$ cat config.mk
export PLATFORM = sky130hd
export DESIGN_NAME = tmr_chan
export DESIGN_NICKNAME = d
export VERILOG_FILES = /design/src/rtl/tmr_chan_pkg.sv /design/src/rtl/tmr_chan_counter.sv /design/src/rtl/tmr_chan_match.sv /design/src/rtl/tmr_chan.sv
export SDC_FILE = /design/constraint.sdc
export NUM_CORES = 1
export LEC_CHECK = 0
export BUFFER_PORTS_ARGS = -buffer_cell sky130_fd_sc_hd__buf_4
export CAP_MARGIN = 20
export CORE_MARGIN = 4
export CORE_UTILIZATION = 55
export CTS_BUF_LIST = sky130_fd_sc_hd__clkbuf_4 sky130_fd_sc_hd__clkbuf_8
export CTS_CLUSTER_DIAMETER = 60
export DETAILED_ROUTE_END_ITERATION = 16
export GPL_ROUTABILITY_DRIVEN = 0
export PLACE_DENSITY = 0.85
export RECOVER_POWER = 25
export SYNTH_ARGS = -nofsm -noshare
export SYNTH_HDL_FRONTEND = slang
export SYNTH_SLANG_ARGS = --single-unit
$ cat constraint.sdc
create_clock -name clk -period 3.75 [get_ports clk]
set_input_delay 0.5625 -clock clk [delete_from_list [all_inputs] [get_ports clk]]
set_output_delay 0.5625 -clock clk [all_outputs]
set_load 0.02 [all_outputs]
$ cat src/rtl/tmr_chan_pkg.sv
package tmr_chan_pkg;
    localparam int NUM_MATCH = 3;
    localparam int NUM_EV    = 5;

    typedef enum logic [2:0] {
        A_CTRL = 3'd0,
        A_IVL  = 3'd1,
        A_M1   = 3'd2,
        A_M2   = 3'd3,
        A_M3   = 3'd4,
        A_IEN  = 3'd5,
        A_STS  = 3'd6,
        A_CNT  = 3'd7
    } addr_e;

    localparam int CTRL_MODE = 0;   // 1 = interval mode
    localparam int CTRL_RST  = 1;   // self-clearing restart
    localparam int EV_IVL    = 0;
    localparam int EV_M1     = 1;   // match k at bit k
    localparam int EV_OVF    = 4;
endpackage

$ cat src/rtl/tmr_chan_counter.sv
module tmr_chan_counter #(
    parameter int CW = 16
) (
    input  logic          clk,
    input  logic          rst_n,
    input  logic          tick,
    input  logic          restart,
    input  logic          ivl_mode,
    input  logic [CW-1:0] ivl_val,
    output logic [CW-1:0] count,
    output logic          ivl_ev,
    output logic          ovf_ev
);
    localparam logic [CW-1:0] TOP = '1;

    logic [CW-1:0] count_d, count_q;
    logic          ivl_hit, top_hit;

    always_comb begin
        ivl_hit = ivl_mode && (count_q == ivl_val);
        top_hit = !ivl_hit && (count_q == TOP);
        count_d = count_q;
        ivl_ev  = 1'b0;
        ovf_ev  = 1'b0;
        if (restart) begin
            count_d = '0;
        end else if (tick) begin
            if (ivl_hit) begin
                count_d = '0;
                ivl_ev  = 1'b1;
            end else if (top_hit) begin
                count_d = '0;
                ovf_ev  = 1'b1;
            end else begin
                count_d = count_q + 1'b1;
            end
        end
    end

    always_ff @(posedge clk or negedge rst_n) begin
        if (!rst_n) count_q <= '0;
        else        count_q <= count_d;
    end

    assign count = count_q;
endmodule

$ cat src/rtl/tmr_chan_match.sv
module tmr_chan_match #(
    parameter int CW = 16
) (
    input  logic          tick,
    input  logic          restart,
    input  logic [CW-1:0] count,
    input  logic [CW-1:0] mval,
    output logic          hit
);
    always_comb hit = tick && !restart && (count == mval);
endmodule

$ cat src/rtl/tmr_chan.sv
module tmr_chan
    import tmr_chan_pkg::*;
#(
    parameter int CW = 16   // at least 5
) (
    input  logic          clk,
    input  logic          rst_n,
    input  logic          reg_we,
    input  logic          reg_re,
    input  logic [2:0]    reg_addr,
    input  logic [CW-1:0] reg_wdata,
    output logic [CW-1:0] reg_rdata,
    input  logic          cnt_en,
    output logic          irq
);
    typedef struct packed {
        logic                          mode;
        logic                          restart;
        logic [CW-1:0]                 ivl;
        logic [NUM_MATCH-1:0][CW-1:0]  mt;
        logic [NUM_EV-1:0]             ien;
        logic [NUM_EV-1:0]             sts;
    } state_t;

    state_t st_d, st_q;

    logic                 wr_rst;
    logic                 sts_rd;
    logic [CW-1:0]        count;
    logic                 ivl_ev, ovf_ev;
    logic [NUM_MATCH-1:0] m_hit;
    logic [NUM_EV-1:0]    ev;

    // views for the bound checker
    logic [NUM_EV-1:0]    sts_w, ien_w;
    logic [CW-1:0]        ivl_w;
    logic                 mode_w, rstf_w;

    assign wr_rst = reg_we && (reg_addr == A_CTRL) && reg_wdata[CTRL_RST];
    assign sts_rd = reg_re && (reg_addr == A_STS);

    tmr_chan_counter #(.CW(CW)) u_cnt (
        .clk      (clk),
        .rst_n    (rst_n),
        .tick     (cnt_en),
        .restart  (wr_rst),
        .ivl_mode (st_q.mode),
        .ivl_val  (st_q.ivl),
        .count    (count),
        .ivl_ev   (ivl_ev),
        .ovf_ev   (ovf_ev)
    );

    for (genvar k = 0; k < NUM_MATCH; k++) begin : g_match
        tmr_chan_match #(.CW(CW)) u_m (
            .tick    (cnt_en),
            .restart (wr_rst),
            .count   (count),
            .mval    (st_q.mt[k]),
            .hit     (m_hit[k])
        );
    end

    assign ev = {ovf_ev, m_hit, ivl_ev};

    always_comb begin
        st_d         = st_q;
        st_d.restart = wr_rst;
        if (reg_we) begin
            case (reg_addr)
                A_CTRL: st_d.mode  = reg_wdata[CTRL_MODE];
                A_IVL:  st_d.ivl   = reg_wdata;
                A_M1:   st_d.mt[0] = reg_wdata;
                A_M2:   st_d.mt[1] = reg_wdata;
                A_M3:   st_d.mt[2] = reg_wdata;
                A_IEN:  st_d.ien   = reg_wdata[NUM_EV-1:0];
                default: ;
            endcase
        end
        st_d.sts = (sts_rd ? '0 : st_q.sts) | ev;
    end

    always_comb begin
        reg_rdata = '0;
        case (reg_addr)
            A_CTRL: begin
                reg_rdata[CTRL_MODE] = st_q.mode;
                reg_rdata[CTRL_RST]  = st_q.restart;
            end
            A_IVL:  reg_rdata = st_q.ivl;
            A_M1:   reg_rdata = st_q.mt[0];
            A_M2:   reg_rdata = st_q.mt[1];
            A_M3:   reg_rdata = st_q.mt[2];
            A_IEN:  reg_rdata[NUM_EV-1:0] = st_q.ien;
            A_STS:  reg_rdata[NUM_EV-1:0] = st_q.sts;
            default: reg_rdata = count;
        endcase
    end

    always_ff @(posedge clk or negedge rst_n) begin
        if (!rst_n) st_q <= '0;
        else        st_q <= st_d;
    end

    assign irq    = |(st_q.sts & st_q.ien);
    assign sts_w  = st_q.sts;
    assign ien_w  = st_q.ien;
    assign ivl_w  = st_q.ivl;
    assign mode_w = st_q.mode;
    assign rstf_w = st_q.restart;
endmodule

==> results.ini, run 1 <==
[logic_synthesis]
synth.net_count=520
ys_seq_area_share_pct=42.7
syn-cell-area_sq_um=5390
synth_edf_count=0
synth_seq_cells=92
synth_area_per_cell_sq_um=10.9
ys.flop_type=dfrtp_1
netlist_instances=495
ys_types=47
postSynth.asyncResetShare_pct=100
synth_warnings=0

[worst_setup_path]
critPathArrivalTime_ns=2.00
crit_start=reg_addr[2]
required_ns=3.19
critPathCapture=reg_rdata[13]
critPathMaxFanout=35
r2r_cells=7
r2r-start=u_cnt.count[0]
r2r_setup_slack_ns=1.36
end_kind=output pin
r2r-end=u_cnt.count[9]
start_kind=primary input
critPathKind=in -> out

[timing]
worst_pin_slew_ns=1.93
rsz0062_at_grt=false
hold-worst-slack_ns=0.452
setup-tns-final_ns=0
period_share_pct=68.3
min_period_ns=2.56
finClkSkew_ns=0.0149
finalHoldViolCount=0
drv_slew=78
relSlewSlack_pct=-28.6
max_freq_mhz=390
setup_viol=0
setup_ws_ns=1.19

[min_path]
hold_path_class=in -> reg
whs_path_depth=2

[clock_tree]
clock_path_buffers=2
hold_buffers=0
clock_sinks=92
clk_latency_ns=0.37
numCtsBuffers=9
htree_levels=3
cts_resized=0
root_buffer=clkbuf_8
clk_pin_slew_ns=0.11
cts_setup_buffers=0
cts_tree=built

[finish]
final_common_cell=dfrtp_1
drive_gt1_share_pct=30.9
fin_nets=538
antenna_cells=0
final_cell_mix=92 x dfrtp_1, 85 x mux2_2, 52 x xor2_1
syn2layout_area_growth_pct=9.24
fillers=739

[route]
drtIter0Drc=477
drc=0
via_count=4213
routedWlPerCell_um=21.3
vias_per_cell=6.51
drt_pass1_iterations=5
wirelength_mm=13.8
ant_nets=0

[placement]
hpwlAfterDp_mm=9.41
pre_cts_ws_ns=1.20
port_buffers=40

[floorplanning]
die_area_sq_um=11400
die_w_um=107
start_util_pct=57.5
ios=41
core_sq_um=9370
die_y_um=107
rows=35

[grt]
grt_pass1_wl_mm=22.6
grtUsageTotal_pct=25.2
grt_max_degree=78
grt_pass1_vias=4283
grt_overflow=0
antenna_found_initial=0

[run_status]
violations=max-capacitance violations, max-slew violations
outcome=finished, violations left

[pwr]
p_leak_uw=0.00254
power_uw=2910
irDropWorstVdd_v=0.000273
p_per_area_nw_per_um2=494

[flow_run]
drv_cap=1

per-layer routing:
| metal | GRT usage (%) | routed length [um] | vias to the layer above |
|---|---|---|---|
| li1 | - | - | 1847 |
| met1 | 33.2 | 5620 | 2115 |
| met2 | 41.3 | 6790 | 208 |
| met3 | 4.03 | 914 | 43 |
| met4 | 10.8 | 487 | 0 |
| met5 | 0 | 0 | - |
power by group:
part | internal [uW] | total [uW] | switching [uW]
clock network | 333 | 710 | 377
logic | 393 | 787 | 394
registers | 1180 | 1410 | 230
synth_stat cells (2+ instances only):
| library cell | number | share of area [%] |
|---|---|---|
| dfrtp_1 | 92 | 43 |
| mux2_2 | 85 | 18 |
| xor2_1 | 52 | 8.4 |
| nand2_1 | 28 | 1.9 |
| buf_2 | 21 | 1.9 |
| a21oi_1 | 20 | 1.9 |
| o21ai_0 | 17 | 1.6 |
| a22oi_1 | 16 | 2.2 |
| nand3_1 | 16 | 1.5 |
| nand4_1 | 15 | 1.7 |
| nor4_1 | 14 | 1.6 |
| a221oi_1 | 13 | 2.1 |
| clkbuf_1 | 12 | 0.84 |
| xnor2_1 | 12 | 1.9 |
| nor2_1 | 11 | 0.77 |
| a31oi_1 | 7 | 0.81 |
| inv_1 | 7 | 0.49 |
| mux2i_1 | 7 | 1.3 |
| buf_6 | 6 | 1.3 |
| nor2b_1 | 4 | 0.46 |
| and2_1 | 3 | 0.35 |
| nor3_1 | 3 | 0.28 |
| nor3b_1 | 3 | 0.42 |
| o311ai_1 | 3 | 0.49 |
| a22o_1 | 2 | 0.33 |
| a311oi_1 | 2 | 0.33 |
| buf_4 | 2 | 0.28 |
| nand2b_1 | 2 | 0.23 |
| o22ai_1 | 2 | 0.23 |
per-stage QoR:
stage / instance area (sq um) / std cells / util (%)
6_report: 5890 / 647 / 62.8
5_1_grt: 5890 / 647 / 62.8
4_1_cts: 5890 / 647 / 62.9
3_5_place_dp: 5680 / 631 / 60.6
3_3_place_gp: 5680 / 631 / 60.6
2_1_floorplan: 5390 / 495 / -
worst min path at each step:
stage | startpoint | endpoint | slack [ns]
2_1_floorplan | rst_n | ien_w[0] | 0.27
3_3_place_gp | ien_w[1] | ien_w[1] | 0.52
3_5_place_dp | ien_w[1] | ien_w[1] | 0.54
4_1_cts | rst_n | u_cnt.count[4] | 0.39
5_1_grt | reg_wdata[11] | st_q[53] | 0.44
6_report | reg_wdata[3] | ivl_w[3] | 0.45
cell type report:
class,instances,area (sq um),area share (%)
timing repair buffer,49,365,6.20
clock inverter,6,70.1,1.19
clock buffer,10,138,2.34
inverter,7,26.3,0.446
tap,129,161,2.74
sequential,92,2300,39.1
multi-input combinational,354,2830,48.0
kinds of logic after synthesis:
group                      count (synthesis)  share of synthesized area, %
AOI/OAI and AO/OA                         88                          10.9
muxes                                     93                          19.5
buffers and inverters                     49                          4.87
and+or+nand+nor                          108                          11.4
adders and majority gates                  1                         0.232
xor gates and xnor gates                  64                          10.4
DFF                                       92                          42.7
registers in the layout, indices dropped and copies added (netlist names):
register     cells
mode_w           1
st_q            48
rstf_w           1
u_cnt.count     16
ien_w            5
ivl_w           16
sts_w            5
worst max-delay path: stages:
cell	delay, ns
buf_4	0.36
inv_1	0.20
nor2_1	0.12
buf_4	0.22
a221oi_1	0.11
a21oi_1	0.23
buf_4	0.19
Note: power is estimated with default switching activity, not from simulation.
==> run 2: changes to the inputs <==
clock period = 2.45 ns   (was 3.75 ns; I/O delays follow)
==> run 2 against run 1 <==
  * The flow now finishes without violations
  * Core utilization grew 0.77 points
  * Cell area increased by 1.2%
  * Sequential power rose by 52%
  * Via count up 0.59%
  * First-iteration DRC count is 8.0% lower
  * Critical endpoint is now reg_rdata[11]
  * Largest cell class unchanged
  * Register-to-register slack worse by 1.1 ns
==> results.ini, run 2 (synthesis gave the netlist of run 1 again) <==
[grt]
grt_pass1_vias=4228
grt_max_degree=54
grt_overflow=0
grtUsageTotal_pct=25.1
grt_pass1_wl_mm=22.5
antenna_found_initial=0

[finish]
largest_register_ffs=48
final_common_cell=dfrtp_1
drive_gt1_share_pct=31.8
final_cell_mix=92 x dfrtp_1, 85 x mux2_2, 57 x buf_4
fin_nets=549
antenna_cells=0
regMostFlops=st_q
syn2layout_area_growth_pct=10.6

[clock_tree]
clock_sinks=92
cts_tree=built
htree_levels=3
numCtsBuffers=9
clock_path_buffers=2
clk_pin_slew_ns=0.09
root_buffer=clkbuf_8
cts_setup_buffers=0
clk_latency_ns=0.36

[placement]
pre_cts_ws_ns=0.0969
hpwlAfterDp_mm=9.96
port_buffers=40

[timing]
max_freq_mhz=423
drv_slew=0
setup_ws_ns=0.0836
rsz0062_at_grt=false
setup-tns-final_ns=0
finClkSkew_ns=0.00850
min_period_ns=2.37
worst_pin_slew_ns=1.05
setup_viol=0
period_share_pct=96.6
hold-worst-slack_ns=0.262
finalHoldViolCount=0
relSlewSlack_pct=29.6

[worst_setup_path]
start_kind=primary input
critPathArrivalTime_ns=2.00
end_kind=output pin
critPathMaxFanout=35
cp_common_cell=buf_4
crit_slowest_cell=nor2_1
required_ns=2.08
critPathKind=in -> out
path_cells=buf_4, nor2_1, a22oi_1, a21oi_1, buf_4
crit_path_max_incr_delay_ns=0.73

[route]
vias_per_cell=6.45
via_count=4238
routedWlPerCell_um=21.1
ant_nets=0
drt_pass1_iterations=5
drc=0
drtIter0Drc=439
wirelength_mm=13.9

[run_status]
outcome=finished clean

[floorplanning]
ios=41
die_area_sq_um=11400
die_y_um=107
die_w_um=107
rows=35
core_sq_um=9370
start_util_pct=57.5

[pwr]
p_leak_uw=0.00258
p_per_area_nw_per_um2=754
power_uw=4500
irDropWorstVdd_v=0.000472

[min_path]
hold_path_class=in -> reg

[flow_run]
drv_cap=0

-- run 2: critical path, delay by kind of cell --
| family | cells | cell delay [ns] |
|---|---|---|
| AOI/OAI and AO/OA | 2 | 0.48 |
| and+or+nand+nor | 1 | 0.73 |
| buffers and inverters | 2 | 0.41 |
-- run 2: timing repair --
item	4_1_cts	5_1_grt
resized for setup	0	1
setup endpoints to repair	0	6
hold buffers	1	0
hold endpoints to repair	11	0
-- run 2: path summary, 6_finish.rpt --
kind                                        end           start  slack (ns)  cells past startpoint
worst max-delay path              reg_rdata[11]     reg_addr[2]        0.08                      5
worst min-delay path                   st_q[22]   reg_wdata[12]        0.26                      2
worst max register to register  u_cnt.count[13]  u_cnt.count[5]        0.31                      6
worst min register to register         st_q[26]        st_q[26]        0.56                      1
max in group asynchronous              st_q[20]           rst_n        0.39                      3
min in group asynchronous        u_cnt.count[2]           rst_n        0.71                      2
-- run 2: area by class of cell --
class | instances | area, sq um
tap | 129 | 161
clock buffer | 9 | 124
sequential | 92 | 2300
clock inverter | 6 | 88.8
fill | 705 | 3410
multi-input combinational | 354 | 2810
timing repair buffer | 60 | 450
inverter | 7 | 26.3
-- run 2: stage by stage --
step	utilization, %	instance area [sq um]	std cells
finish	63.6	5960	657
floorplan	-	5390	495
global placement	61.6	5770	641
CTS	64.0	5990	657
global route	63.6	5960	657
detailed placement	61.6	5770	641
-- run 2: power breakdown --
part,internal [uW],switching (uW),total (uW)
clock,571,547,1120
sequential,1810,340,2150
combinational,622,610,1230
total,3000,1500,4500
-- run 2: per-layer routing --
layer | wire (um) | vias to the layer above | global-route usage [%] | share of wire, %
met5 | 0 | - | 0 | 0
li1 | - | 1867 | - | -
met1 | 5730 | 2136 | 33.3 | 41
met2 | 6850 | 189 | 40.9 | 49
met4 | 523 | 0 | 11.1 | 3.8
met3 | 769 | 46 | 3.55 | 5.5
==> run 3: changes to the inputs <==
ABC_AREA = 1   (was not set)
==> run 3 against run 2 <==
  * Synthesized cell count is 44% higher
  * Largest power group unchanged
  * Critical endpoint is now reg_rdata[12]
  * First-iteration DRC count rose by 20%
  * Cell area down 0.57%
  * Count of clock-buffer cells in the layout up 1
==> results.ini, run 3 <==
[clock_tree]
clk_latency_ns=0.37
clock_sinks=92
numCtsBuffers=9
clk_pin_slew_ns=0.08
htree_levels=3
root_buffer=clkbuf_8
clock_path_buffers=2
cts_tree=built
cts_setup_buffers=0

[min_path]
hold_path_class=in -> reg
hold_start=reg_wdata[0]
whs_path_depth=3
min_to=mode_w

[finish]
largest_register_ffs=48
fin_util_pct=63.2
drive_gt1_share_pct=11.2
final_common_cell=nand2_1
regMostFlops=st_q
antenna_cells=0
syn2layout_area_growth_pct=10.8
regArea_sq_um=2300
multi_input_area_sq_um=2550
fin_nets=772
layoutNonFillerInstCount=881
final_cell_mix=252 x nand2_1, 92 x dfrtp_1, 84 x o21ai_0
fillers=804

[worst_setup_path]
start_kind=primary input
crit_slowest_cell=a221oi_1
crit_path_max_incr_delay_ns=0.23
critPathKind=in -> out
critPathMaxFanout=9
required_ns=2.08
cp_common_cell=nand2_1
r2r_cells=8
critPathArrivalTime_ns=1.80
path_cells=clkbuf_1, inv_1, nand3_1, inv_1, buf_4, nand2_1, nand2_1, a221oi_1, nand2_1, buf_4
r2r-end=u_cnt.count[6]
end_kind=output pin
r2r_setup_slack_ns=0.46
r2r-start=u_cnt.count[0]

[logic_synthesis]
ys_types=30
synth.most_common_cell=nand2_1
synth_edf_count=0
synth_warnings=0
synthTopCellsByArea=dfrtp_1 43%, nand2_1 18%, o21ai_0 7.9%
syn-cell-area_sq_um=5350
synth.net_count=739
yosys-top-cells-count=250 x nand2_1, 92 x dfrtp_1, 84 x o21ai_0
postSynth.asyncResetShare_pct=100
ys.flop_type=dfrtp_1
ys_seq_area_share_pct=43.0
synth_top_area_cell=dfrtp_1
synth_area_per_cell_sq_um=7.49
netlist_instances=714
synth_top_area_share_pct=43.0
synth_seq_cells=92

[timing]
rsz0062_at_grt=false
hold-worst-slack_ns=0.228
drv_slew=0
max_freq_mhz=461
finalHoldViolCount=0
relSlewSlack_pct=39.2
worst_pin_slew_ns=0.912
finClkSkew_ns=0.0137
setup_ws_ns=0.279
setup-tns-final_ns=0
period_share_pct=88.6
min_period_ns=2.17
setup_viol=0

[floorplanning]
core_sq_um=9370
start_util_pct=57.1
die_y_um=107
ios=41
die_area_sq_um=11400
die_w_um=107
rows=35

[pwr]
irDropWorstVdd_v=0.000390
netSwitchingFraction_pct=36.2
switching_power_uw=1560
p_comb_share_pct=25.7
seqPwrFrac_pct=49.3
clkPwrFrac_pct=25.1
p_per_area_nw_per_um2=726
p_leak_uw=0.00292
power.internal_uw=2750

[route]
drc=0
vias_per_cell=5.71
ant_nets=0
via_count=5031
drt_pass1_iterations=8
wirelength_mm=14.8
routedWlPerCell_um=16.8
drtIter0Drc=528

[placement]
port_buffers=40
place_inst=864
pre_cts_ws_ns=0.358
hpwlAfterDp_mm=10.9

[grt]
grt_overflow=0
grtUsageTotal_pct=27.2
grt_pass1_wl_mm=24.6
grt_pass1_vias=4922
antenna_found_initial=0
grt_max_degree=39

[flow_run]
drv_cap=0

[run_status]
outcome=finished clean

==> run 3: cell families (layout without fill, tap and decap cells) <==
family,after synthesis,in the layout,synth area share [%]
AO/OA/AOI/OAI,116,116,12.4
XOR/XNOR,51,51,8.35
adder cells (fa/ha/maj),1,1,0.234
buffers and inverters,112,150,9.21
flip-flops,92,92,43.0
AND/OR/NAND/NOR,342,342,26.8
==> run 3: area by class of cell <==
cell class / instances / share of cell area, %
clock inverters: 6 / 1.18
repair buffers: 58 / 7.16
inverters: 76 / 4.83
clock buffers: 10 / 2.22
flip-flops and latches: 92 / 38.8
multi-input cells: 510 / 43.0
well taps: 129 / 2.72
==> run 3: worst max-delay path, delay by kind of cell <==
kind	cells	cell delay, ns
AO/OA/AOI/OAI	1	0.23
AND/OR/NAND/NOR	4	0.39
buffers and inverters	5	0.81
==> run 3: worst max path at each step <==
| stage | start | end | slack (ns) | depth (start not counted) |
|---|---|---|---|---|
| floorplan | reg_addr[2] | reg_rdata[3] | 0.78 | 6 |
| CTS | reg_addr[2] | reg_rdata[2] | 0.34 | 10 |
| detailed placement | reg_addr[2] | reg_rdata[2] | 0.36 | 10 |
| finish | reg_addr[2] | reg_rdata[12] | 0.28 | 10 |
| global route | reg_addr[2] | reg_rdata[14] | 0.12 | 10 |
| global placement | reg_addr[2] | reg_rdata[2] | 0.40 | 10 |
==> run 3: power groups by stage <==
stage / Sequential [uW] / Clock [uW] / Combinational, uW
6_report: 2120 / 1080 / 1110
4_1_cts: 2100 / 1070 / 1100
3_3_place_gp: 2110 / 0 / 1050
3_5_place_dp: 2130 / 0 / 1090
5_1_grt: 2150 / 1140 / 1230
2_1_floorplan: 1970 / 0 / 864
==> run 3: per-stage QoR <==
stage / cell area, sq um / total power (uW)
after detailed placement: 5730 / 3220
after global routing: 5930 / 4530
after floorplan: 5350 / 2830
after CTS: 5950 / 4270
after global placement: 5730 / 3170
final: 5930 / 4300
==> run 3: timing repair <==
item / in CTS / in global routing
hold endpoints to repair: 35 / 0
hold buffers: 1 / 0
resized for setup: 0 / 0
setup endpoints to repair: 0 / 0
==> run 3: routing by layer <==
layer | share of wire (%) | routed length (um) | global-route usage (%)
met5 | 0 | 0 | 0
met3 | 9.7 | 1440 | 5.90
met4 | 4.1 | 607 | 11.3
met2 | 46 | 6830 | 42.0
met1 | 40 | 5950 | 37.2
